==> config.mk <==
export PLATFORM = sky130hd
export DESIGN_NAME = pip_overlay_gen
export DESIGN_NICKNAME = d
export VERILOG_FILES = /design/src/rtl/pipw_pkg.sv /design/src/rtl/pipw_timing.sv /design/src/rtl/pipw_cfg.sv /design/src/rtl/pipw_window.sv /design/src/rtl/pip_overlay_gen.sv
export SDC_FILE = /design/constraint.sdc
export NUM_CORES = 1
export LEC_CHECK = 0
export ABC_CLOCK_PERIOD_IN_PS = 5540
export BUFFER_PORTS_ARGS = -buffer_cell sky130_fd_sc_hd__buf_2
export CAP_MARGIN = 20
export CORE_AREA = 5 5 139 154
export CTS_BUF_LIST = sky130_fd_sc_hd__clkbuf_4 sky130_fd_sc_hd__clkbuf_8
export CTS_CLUSTER_DIAMETER = 50
export CTS_CLUSTER_SIZE = 24
export DETAILED_ROUTE_END_ITERATION = 8
export DIE_AREA = 0 0 144 159
export PLACE_DENSITY = 0.8
export SETUP_SLACK_MARGIN = 0.2
export SYNTH_ARGS = -nofsm -noshare
export SYNTH_HDL_FRONTEND = slang
export SYNTH_SLANG_ARGS = --single-unit
==> constraint.sdc <==
create_clock -name clk -period 5.54 [get_ports clk]
set_clock_uncertainty 0.2 [all_clocks]
set_input_delay 1.108 -clock clk [delete_from_list [all_inputs] [get_ports clk]]
set_output_delay 1.108 -clock clk [all_outputs]
set_load 0.02 [all_outputs]
==> src/rtl/pipw_pkg.sv <==
package pipw_pkg;

   typedef enum logic [1:0] {
      RG_NONE = 2'd0,
      RG_BG   = 2'd1,
      RG_MAIN = 2'd2,
      RG_SUB  = 2'd3
   } region_e;

   localparam int POSW = 8;

   typedef struct packed {
      logic            std50;
      logic            sub_on;
      logic            main_on;
      logic            bg_on;
      logic [2:0]      colour;
      logic [1:0]      bright;
      logic [POSW-1:0] bg_hofs;
      logic [POSW-1:0] bg_vofs;
      logic [POSW-1:0] m_h;
      logic [POSW-1:0] m_v;
      logic [POSW-1:0] s_h;
      logic [POSW-1:0] s_v;
      logic [1:0]      m_rh;
      logic [1:0]      m_rv;
      logic [1:0]      s_rh;
      logic [1:0]      s_rv;
   } cfg_t;

endpackage

==> src/rtl/pipw_timing.sv <==
module pipw_timing #(
   parameter int HW = 11,
   parameter int VW = 10
) (
   input  logic          clk,
   input  logic          rst_n,
   input  logic          pix_en,
   input  logic          hsync,
   input  logic          vsync,
   output logic [HW-1:0] hcnt,
   output logic [VW-1:0] vcnt,
   output logic          frame_start
);

   logic hs_q, vs_q, line_start;

   assign line_start  = pix_en && hsync && !hs_q;
   assign frame_start = pix_en && vsync && !vs_q;

   always_ff @(posedge clk or negedge rst_n) begin
      if (!rst_n) begin
         hs_q <= 1'b0;
         vs_q <= 1'b0;
         hcnt <= '0;
         vcnt <= '0;
      end else if (pix_en) begin
         hs_q <= hsync;
         vs_q <= vsync;
         if (line_start)
            hcnt <= '0;
         else if (hcnt != '1)
            hcnt <= hcnt + 1'b1;
         if (frame_start)
            vcnt <= '0;
         else if (line_start && vcnt != '1)
            vcnt <= vcnt + 1'b1;
      end
   end

   AST_HOLD_IDLE: assert property (@(posedge clk) disable iff (!rst_n)
      !pix_en |=> ($stable(hcnt) && $stable(vcnt)));

endmodule

==> src/rtl/pipw_cfg.sv <==
module pipw_cfg
   import pipw_pkg::*;
#(
   parameter int AW = 4
) (
   input  logic          clk,
   input  logic          rst_n,
   input  logic          we,
   input  logic [AW-1:0] addr,
   input  logic [7:0]    wdata,
   input  logic          load,
   output cfg_t          act
);

   cfg_t pend;

   always_ff @(posedge clk or negedge rst_n) begin
      if (!rst_n) begin
         pend <= '0;
      end else if (we) begin
         case (int'(addr))
            0: begin
               pend.bg_on   <= wdata[0];
               pend.main_on <= wdata[1];
               pend.sub_on  <= wdata[2];
               pend.std50   <= wdata[3];
            end
            1: begin
               pend.colour <= wdata[2:0];
               pend.bright <= wdata[4:3];
            end
            2: pend.bg_hofs <= wdata;
            3: pend.bg_vofs <= wdata;
            4: pend.m_h     <= wdata;
            5: pend.m_v     <= wdata;
            6: pend.s_h     <= wdata;
            7: pend.s_v     <= wdata;
            8: begin
               pend.s_rh <= wdata[1:0];
               pend.s_rv <= wdata[3:2];
               pend.m_rh <= wdata[5:4];
               pend.m_rv <= wdata[7:6];
            end
            default: ;
         endcase
      end
   end

   always_ff @(posedge clk or negedge rst_n) begin
      if (!rst_n)
         act <= '0;
      else if (load)
         act <= pend;
   end

   AST_CFG_HOLD: assert property (@(posedge clk) disable iff (!rst_n)
      !load |=> $stable(act));

endmodule

==> src/rtl/pipw_window.sv <==
module pipw_window #(
   parameter int CW      = 12,
   parameter int ACQ_W   = 672,
   parameter int ACQ_H60 = 228,
   parameter int ACQ_H50 = 276
) (
   input  logic          clk,
   input  logic          rst_n,
   input  logic          en,
   input  logic          in_bg,
   input  logic          std50,
   input  logic [CW-1:0] bx,
   input  logic [CW-1:0] by,
   input  logic [7:0]    pos_h,
   input  logic [7:0]    pos_v,
   input  logic [1:0]    red_h,
   input  logic [1:0]    red_v,
   output logic          hit,
   output logic [CW-1:0] lx,
   output logic [CW-1:0] ly
);

   logic [CW-1:0] w, h, ph, pv, dx, dy;

   always_comb begin
      case (red_h)
         2'd0:    w = CW'(ACQ_W);
         2'd1:    w = CW'(ACQ_W / 2);
         2'd2:    w = CW'(ACQ_W / 3);
         default: w = CW'(ACQ_W / 4);
      endcase
      case (red_v)
         2'd0:    h = std50 ? CW'(ACQ_H50)     : CW'(ACQ_H60);
         2'd1:    h = std50 ? CW'(ACQ_H50 / 2) : CW'(ACQ_H60 / 2);
         2'd2:    h = std50 ? CW'(ACQ_H50 / 3) : CW'(ACQ_H60 / 3);
         default: h = std50 ? CW'(ACQ_H50 / 4) : CW'(ACQ_H60 / 4);
      endcase
   end

   assign ph  = CW'(pos_h);
   assign pv  = CW'(pos_v);
   assign dx  = bx - ph;
   assign dy  = by - pv;
   assign hit = en && in_bg && (bx >= ph) && (dx < w) && (by >= pv) && (dy < h);
   assign lx  = hit ? dx : '0;
   assign ly  = hit ? dy : '0;

   AST_LOCAL_RANGE: assert property (@(posedge clk) disable iff (!rst_n)
      hit |-> ((lx < w) && (ly < h)));

endmodule

==> src/rtl/pip_overlay_gen.sv <==
module pip_overlay_gen
   import pipw_pkg::*;
#(
   parameter int LINE_PIX  = 864,
   parameter int MAX_LINES = 320,
   parameter int BG_W      = 696,
   parameter int BG_H60    = 238,
   parameter int BG_H50    = 286,
   parameter int ACQ_W     = 672,
   parameter int ACQ_H60   = 228,
   parameter int ACQ_H50   = 276,
   parameter int BG_HBASE  = 96,
   parameter int BG_VBASE  = 20,
   parameter int ADDR_W    = 4,
   localparam int HW    = $clog2(LINE_PIX) + 1,
   localparam int VW    = $clog2(MAX_LINES) + 1,
   localparam int XSPAN = LINE_PIX + BG_HBASE + (1 << POSW) + BG_W,
   localparam int YSPAN = MAX_LINES + BG_VBASE + (1 << POSW) + BG_H50,
   localparam int CW    = $clog2((XSPAN > YSPAN) ? XSPAN : YSPAN) + 1
) (
   input  logic              clk,
   input  logic              rst_n,
   input  logic              pix_en,
   input  logic              hsync,
   input  logic              vsync,
   input  logic              cfg_we,
   input  logic [ADDR_W-1:0] cfg_addr,
   input  logic [7:0]        cfg_wdata,
   output logic [1:0]        region,
   output logic              fast_blank,
   output logic [CW-1:0]     pip_x,
   output logic [CW-1:0]     pip_y,
   output logic [2:0]        bg_colour,
   output logic [1:0]        bg_bright
);

   localparam int NCH = 2;

   if (ACQ_W > BG_W) begin : g_bad_w
      $error("acquisition width exceeds background width");
   end
   if (ACQ_H60 > BG_H60 || ACQ_H50 > BG_H50) begin : g_bad_h
      $error("acquisition height exceeds background height");
   end
   if (ADDR_W < 4) begin : g_bad_a
      $error("address width too small for settings map");
   end
   if (LINE_PIX < 2 || MAX_LINES < 2) begin : g_bad_t
      $error("timing counts too small");
   end

   logic [HW-1:0] hcnt;
   logic [VW-1:0] vcnt;
   logic          frame_start;
   cfg_t          act;

   pipw_timing #(.HW(HW), .VW(VW)) u_tim (
      .clk(clk), .rst_n(rst_n), .pix_en(pix_en), .hsync(hsync),
      .vsync(vsync), .hcnt(hcnt), .vcnt(vcnt), .frame_start(frame_start)
   );

   pipw_cfg #(.AW(ADDR_W)) u_cfg (
      .clk(clk), .rst_n(rst_n), .we(cfg_we), .addr(cfg_addr),
      .wdata(cfg_wdata), .load(frame_start), .act(act)
   );

   logic [CW-1:0] hx, vy, bg_x0, bg_y0, bx, by, bg_h;
   logic          in_bg;

   assign hx    = CW'(hcnt);
   assign vy    = CW'(vcnt);
   assign bg_x0 = CW'(BG_HBASE) + CW'(act.bg_hofs);
   assign bg_y0 = CW'(BG_VBASE) + CW'(act.bg_vofs);
   assign bx    = hx - bg_x0;
   assign by    = vy - bg_y0;
   assign bg_h  = act.std50 ? CW'(BG_H50) : CW'(BG_H60);
   assign in_bg = (hx >= bg_x0) && (bx < CW'(BG_W)) && (vy >= bg_y0) && (by < bg_h);

   logic [NCH-1:0] hit;
   logic [CW-1:0]  lx [NCH];
   logic [CW-1:0]  ly [NCH];

   for (genvar ch = 0; ch < NCH; ch++) begin : g_win
      pipw_window #(
         .CW(CW), .ACQ_W(ACQ_W), .ACQ_H60(ACQ_H60), .ACQ_H50(ACQ_H50)
      ) u_win (
         .clk   (clk),
         .rst_n (rst_n),
         .en    ((ch == 0) ? act.main_on : act.sub_on),
         .in_bg (in_bg),
         .std50 (act.std50),
         .bx    (bx),
         .by    (by),
         .pos_h ((ch == 0) ? act.m_h  : act.s_h),
         .pos_v ((ch == 0) ? act.m_v  : act.s_v),
         .red_h ((ch == 0) ? act.m_rh : act.s_rh),
         .red_v ((ch == 0) ? act.m_rv : act.s_rv),
         .hit   (hit[ch]),
         .lx    (lx[ch]),
         .ly    (ly[ch])
      );
   end

   region_e rg;

   always_comb begin
      rg    = RG_NONE;
      pip_x = '0;
      pip_y = '0;
      if (hit[0]) begin
         rg    = RG_MAIN;
         pip_x = lx[0];
         pip_y = ly[0];
      end else if (hit[1]) begin
         rg    = RG_SUB;
         pip_x = lx[1];
         pip_y = ly[1];
      end else if (act.bg_on && in_bg) begin
         rg = RG_BG;
      end
   end

   assign region     = rg;
   assign fast_blank = (rg != RG_NONE);
   assign bg_colour  = act.colour;
   assign bg_bright  = act.bright;

   AST_REGION_CLIP: assert property (@(posedge clk) disable iff (!rst_n)
      (region != RG_NONE) |-> in_bg);

   AST_MAIN_GATED: assert property (@(posedge clk) disable iff (!rst_n)
      (region == RG_MAIN) |-> act.main_on);

   AST_SUB_YIELDS: assert property (@(posedge clk) disable iff (!rst_n)
      hit[0] |-> (region == RG_MAIN));

endmodule

# After elaboration in Yosys (flattened, before gate mapping)
# Index checks and enable logic that the tools add are counted.
# word_totals
reg_bits	153
out_inout_bits	32
# op_classes
addsub	10
n_lt_le_gt_ge	12
n_eq_ne	18
mux	20
n_reduce_logical	40
# op_table
operator	count
one-hot mux 12 bit (3 select lines)	2
one-hot mux 10 bit (3 select lines)	2
greater-or-equal comparator 12 x 8 -> 1 bit	4
two-way mux 12 bit	4
subtractor 11 x 9 -> 12 bit	3
less-than comparator 12 x 10 -> 1 bit	2
less-than comparator 12 bit	2
subtractor 12 x 8 -> 12 bit	2
two-way mux 11 bit	2
AND reduction 2 bit	11
two-way mux 10 bit	2
logical AND 1 bit	19
two-way mux 9 bit	2
== test 4 x 3 -> 1 bit (second input constant)	4
less-than comparator 12 x 10 -> 1 bit (second input constant)	1
less-than comparator 12 x 9 -> 1 bit	1
adder 11 x 1 -> 11 bit (second input constant)	1
greater-or-equal comparator 11 x 9 -> 1 bit	1
!= test 11 bit (second input constant)	1
subtractor 10 x 9 -> 11 bit	1
adder 10 x 1 -> 10 bit (second input constant)	1
greater-or-equal comparator 10 x 9 -> 1 bit	1
!= test 10 bit (second input constant)	1
adder 5 x 8 -> 9 bit (first input constant)	1
other kinds (15)	29

# Longest topological paths before layout
# depth
depth_word	14
depth_mapped	25
mapped_depth_nobuf	24

# Modules after synthesis
# From an unflattened synthesis, not the netlist that was laid out.
# hier_totals
cells_unflattened	1080
area_unflattened_um2	11184.5
# by_module_without_submodules
module	n_inst	cells_per_inst	area_each_um2	seq_area_each_um2
pipw_cfg	1	283	4937.2	3253.1
pipw_window	2	240	1773.0	0.0
pip_overlay_gen	1	188	1438.9	0.0
pipw_timing	1	129	1262.5	575.6

# Worst setup path after synthesis
# No wires, ideal clock.
# synth_path
path_kind	register to output
from	register, netlist name u_cfg.act[42]
to	output port pip_x[2]
arrival_time_ns	5.002
required_ns	4.232
setup_slack_ns	-0.770
path_stages_with_launch	22
path_cell_list	dfrtp_1 ha_1 inv_1 ha_1 o21a_1 o31a_1 o21a_1 nor2_1 xnor2_1 ha_1 and2_1 a31o_2 or3_1 a21oi_1 xor2_1 ha_1 nor2b_1 or4_1 a211o_4 nor2_8 buf_6 mux2i_1
# synth_via
elab_chain_cells	11
word_cells_on_any_way	24
classes_between	4 x add/sub; 6 x order compare; 2 x mux; 12 x reduce/logical
# synth_lines
element	line	rtl
adder 5 x 8 -> 9 bit *	pip_overlay_gen.sv:73	assign bg_y0 = CW'(BG_VBASE) + CW'(act.bg_vofs);
branches (longest 9 deep; another with subtractor 11 x 9 -> 12 bit)	-	
two-way mux 12 bit *	pip_overlay_gen.sv:110	if (hit[0]) begin
end, declared	pip_overlay_gen.sv:31	output logic [CW-1:0] pip_x,
# Every way passes the cells marked *.

# Final worst setup path
# layout_path
from	register u_tim.hcnt[0]
to	output port pip_y[3]
# layout_via
elab_chain_cells	12
word_cells_on_any_way	24
classes_between	3 x add/sub; 6 x order compare; 2 x mux; 13 x reduce/logical
# layout_lines
element	line	rtl
start, declared	pipw_timing.sv:10	output logic [HW-1:0] hcnt,
start signal, assigned	pipw_timing.sv:32	hcnt <= hcnt + 1'b1;
branches (longest 11 deep; another with subtractor 11 x 9 -> 12 bit)	-	
two-way mux 12 bit *	pip_overlay_gen.sv:110	
end, declared	pip_overlay_gen.sv:32	output logic [CW-1:0] pip_y,
# Marked as above.

==> results.json <==
{
  "synth_edf_count": 0,
  "setup_viol": 22,
  "switching_share_pct": 42.7,
  "instances_no_fill": 1508,
  "root_buffer": "clkbuf_8",
  "ios": 50,
  "ys_ff_latch": 153,
  "ys.warnings.count": 0,
  "dp_hpwl_um": 19500,
  "seq_area_sq_um": 3830,
  "clk_pin_slew_worst_paths_ns": 0.08,
  "htree_levels": 4,
  "timing.setup.tns_ns": -26.20,
  "hold_viol": 0,
  "p_sw_mw": 4.02,
  "leakage_nw": 5.94,
  "via_per_inst": 5.67,
  "fin_crit_ns": 6.77,
  "syn_to_final_growth_pct": 28.2,
  "seqPwrFrac_pct": 16.5,
  "post-route-util_pct": 64.1,
  "routedWlPerCell_um": 18.2,
  "ys_types": 76,
  "synth_top_area_share_pct": 38.9,
  "cts_buffers": 17,
  "grt_pass1_wl_um": 42600,
  "synth_area_sq_um": 9840,
  "final_common_cell": "buf_4",
  "synth_flop_cell": "dfrtp_1",
  "postSynthCellCount": 1022,
  "num_vias": 8544,
  "cellPowerDensity_nw_per_um2": 747,
  "die_area_sq_um": 22900,
  "antenna_found_initial": 2,
  "clock_power_share_pct": 9.6,
  "insertedDiodeCount": 0,
  "worstPathRequired_ns": 4.23,
  "p_comb_share_pct": 73.9,
  "crit_fanout": 8,
  "start_util_pct": 50.0,
  "status": "finished with violations",
  "drt_first_pass_iters": 5,
  "hold_slack_ns": 0.266,
  "drive_above_1_share_pct": 32.7,
  "ant_nets": 0,
  "cap_viol_max_count": 0,
  "reg2reg_slack_ns": 2.92,
  "die_h_um": 159,
  "die_w_um": 144,
  "final_cell_mix": "186 x buf_4, 153 x dfrtp_1, 141 x nand2_1",
  "num-nets-final": 1360,
  "rows": 54,
  "drt-initial-drc-count": 671,
  "design_area_sq_um": 12600,
  "wirelength_um": 27400,
  "slowest_delay_ns": 0.55,
  "drcViolationCount": 0,
  "clkLatencyLatePin_ns": 0.47,
  "crit_chain": "inv_1, ha_1, inv_1, fa_2, a21oi_2, nor3_1, or3b_4, ha_4, or4_4, o21ai_2, a21oi_2, xor2_1, ha_1, o21ai_0, nor2_1, nor3_1, o21ai_1, or4_4, a211o_4, nor2_8, buf_6, a22o_1, buf_6",
  "async_flop_share_pct": 100,
  "place_area_sq_um": 11600,
  "design.core.area_sq_um": 19700,
  "crit_type": "flip-flop to output port",
  "cts_tree": "yes",
  "cp-end-kind": "output port",
  "fin_total_pwr_mw": 9.41,
  "portBuffers": 44,
  "gp_congestion": 0.931,
  "placed_cells": 1461,
  "hold_path.class": "flip-flop to flip-flop",
  "overflow": 0,
  "grt_pass1_vias": 8405,
  "violations": "setup timing",
  "place_ws_ns": -0.803,
  "final.setup.worst_slack_ns": -1.23,
  "relSlewSlack_pct": 41.2,
  "numClockSinks": 153,
  "cts.path.max_buffers": 2,
  "clock.fmax_mhz": 148,
  "p_int_mw": 5.40,
  "slew_violations": 0,
  "synthTopCellsByArea": "dfrtp_1 39%, ha_1 12%, mux2_2 7.4%, nand2_1 5.5%, o21ai_0 3.6%",
  "rsz0062_at_grt": "true",
  "yosys.area.top_type": "dfrtp_1",
  "tightest_slew_ns": 0.879,
  "worst_path_max_delay_cell": "or4_4",
  "seq_area_frac_synth_pct": 38.9,
  "grt_max_degree": 118,
  "grt_usage_pct": 23.4,
  "min_period_over_period_pct": 122,
  "nFillCells": 1417,
  "syn_area_per_cell_sq_um": 9.63,
  "vdd_drop_max_v": 0.000772,
  "multiInputGateArea_sq_um": 5960,
  "crit_arrival_ns": 5.46,
  "start_kind": "flip-flop"
}
[Yosys cell counts (3+ instances only)]
cell         n
dfrtp_1    153
xor2_1      26
xnor2_1     29
o21ai_0     71
clkbuf_1    19
nor2_1      58
nand3b_1     5
a211oi_1     7
mux2i_1      3
a22o_1      13
nor2b_1     13
inv_1       72
a2111oi_0    3
ha_1        93
nand2b_1     8
o21a_1      21
nor3_1      12
o31a_1       4
nor3b_1      4
mux2_2      65
or2_2        4
o31ai_1      4
or3_1       15
nand3_1     23
a21oi_1     45
o2111ai_1    7
a31o_2       3
a21o_1      12
fa_1         6
and3_1       3
nand2_1    143
o211ai_1     3
buf_4       11
nand4_1     11
[worst max-delay path, delay by kind of cell (launching register included)]
family | cells | cell delay (ns)
buffers and inverters | 4 | 0.41
adder cells (fa/ha/maj) | 4 | 1.01
AND/OR/NAND/NOR | 7 | 1.88
XOR/XNOR | 1 | 0.24
AO/OA/AOI/OAI | 7 | 1.05
flip-flops | 1 | 0.39
[registers in the layout, summed over array words and instances (netlist names)]
signal and cells:
u_tim.hcnt 11, u_tim.vcnt 10, u_cfg.pend 65, u_tim.hs_q 1, u_tim.vs_q 1, u_cfg.act 65
[power groups by stage]
stage / Sequential [mW] / Combinational (mW) / Clock [mW]
2_1_floorplan: 1.51 / 3.40 / 0
3_3_place_gp: 1.54 / 5.95 / 0
3_5_place_dp: 1.56 / 6.17 / 0
4_1_cts: 1.54 / 6.35 / 0.910
5_1_grt: 1.58 / 7.58 / 0.961
6_report: 1.55 / 6.96 / 0.906
[cell families after synthesis]
kind of cell             synth area share [%]
buffers and inverters                    4.72
other                                  0.0381
flip-flops                               38.9
adder cells (fa/ha/maj)                  13.0
AO/OA/AOI/OAI                            15.4
multiplexers                             7.75
XOR/XNOR                                 5.23
AND/OR/NAND/NOR                          14.9
[worst paths after layout]
path	startpoint	end	cells past startpoint
worst max-delay path	u_tim.hcnt[0]	pip_y[3]	23
worst min-delay path	u_cfg.pend[46]	u_cfg.act[46]	2
worst max register to register	u_tim.hcnt[0]	u_tim.hcnt[8]	10
worst min register to register	u_cfg.pend[46]	u_cfg.act[46]	2
max in group asynchronous	rst_n	u_tim.vcnt[0]	2
min in group asynchronous	rst_n	u_tim.hs_q	1
[final cells by class]
type	count	share of cell area, %
Multi-Input combinational cell	766	47.3
Sequential cell	153	30.4
Timing Repair Buffer	233	14.4
Tap cell	252	2.50
Clock buffer	21	2.14
Inverter	72	2.14
Clock inverter	11	1.16
[layer usage]
| layer | up-vias | track usage [%] | routed length (um) | share of wire (%) |
|---|---|---|---|---|
| met3 | 71 | 4.93 | 1460 | 5.3 |
| met4 | 4 | 8.78 | 886 | 3.2 |
| met1 | 4206 | 31.0 | 11500 | 42 |
| li1 | 4014 | - | - | - |
| met2 | 249 | 37.8 | 13500 | 49 |
| met5 | - | 0 | 32 | 0.12 |
[repair_timing]
| action | CTS | global route |
|---|---|---|
| hold endpoints to repair | 0 | 0 |
| buffers inserted | 4 | 8 |
| pin swaps | 15 | 25 |
| hold buffers | 0 | 0 |
| gates resized for setup | 50 | 52 |
| cloned | 0 | 1 |
| endpoints found under the setup margin | 22 | 22 |
No activity file was read; power rests on OpenSTA's default activity.
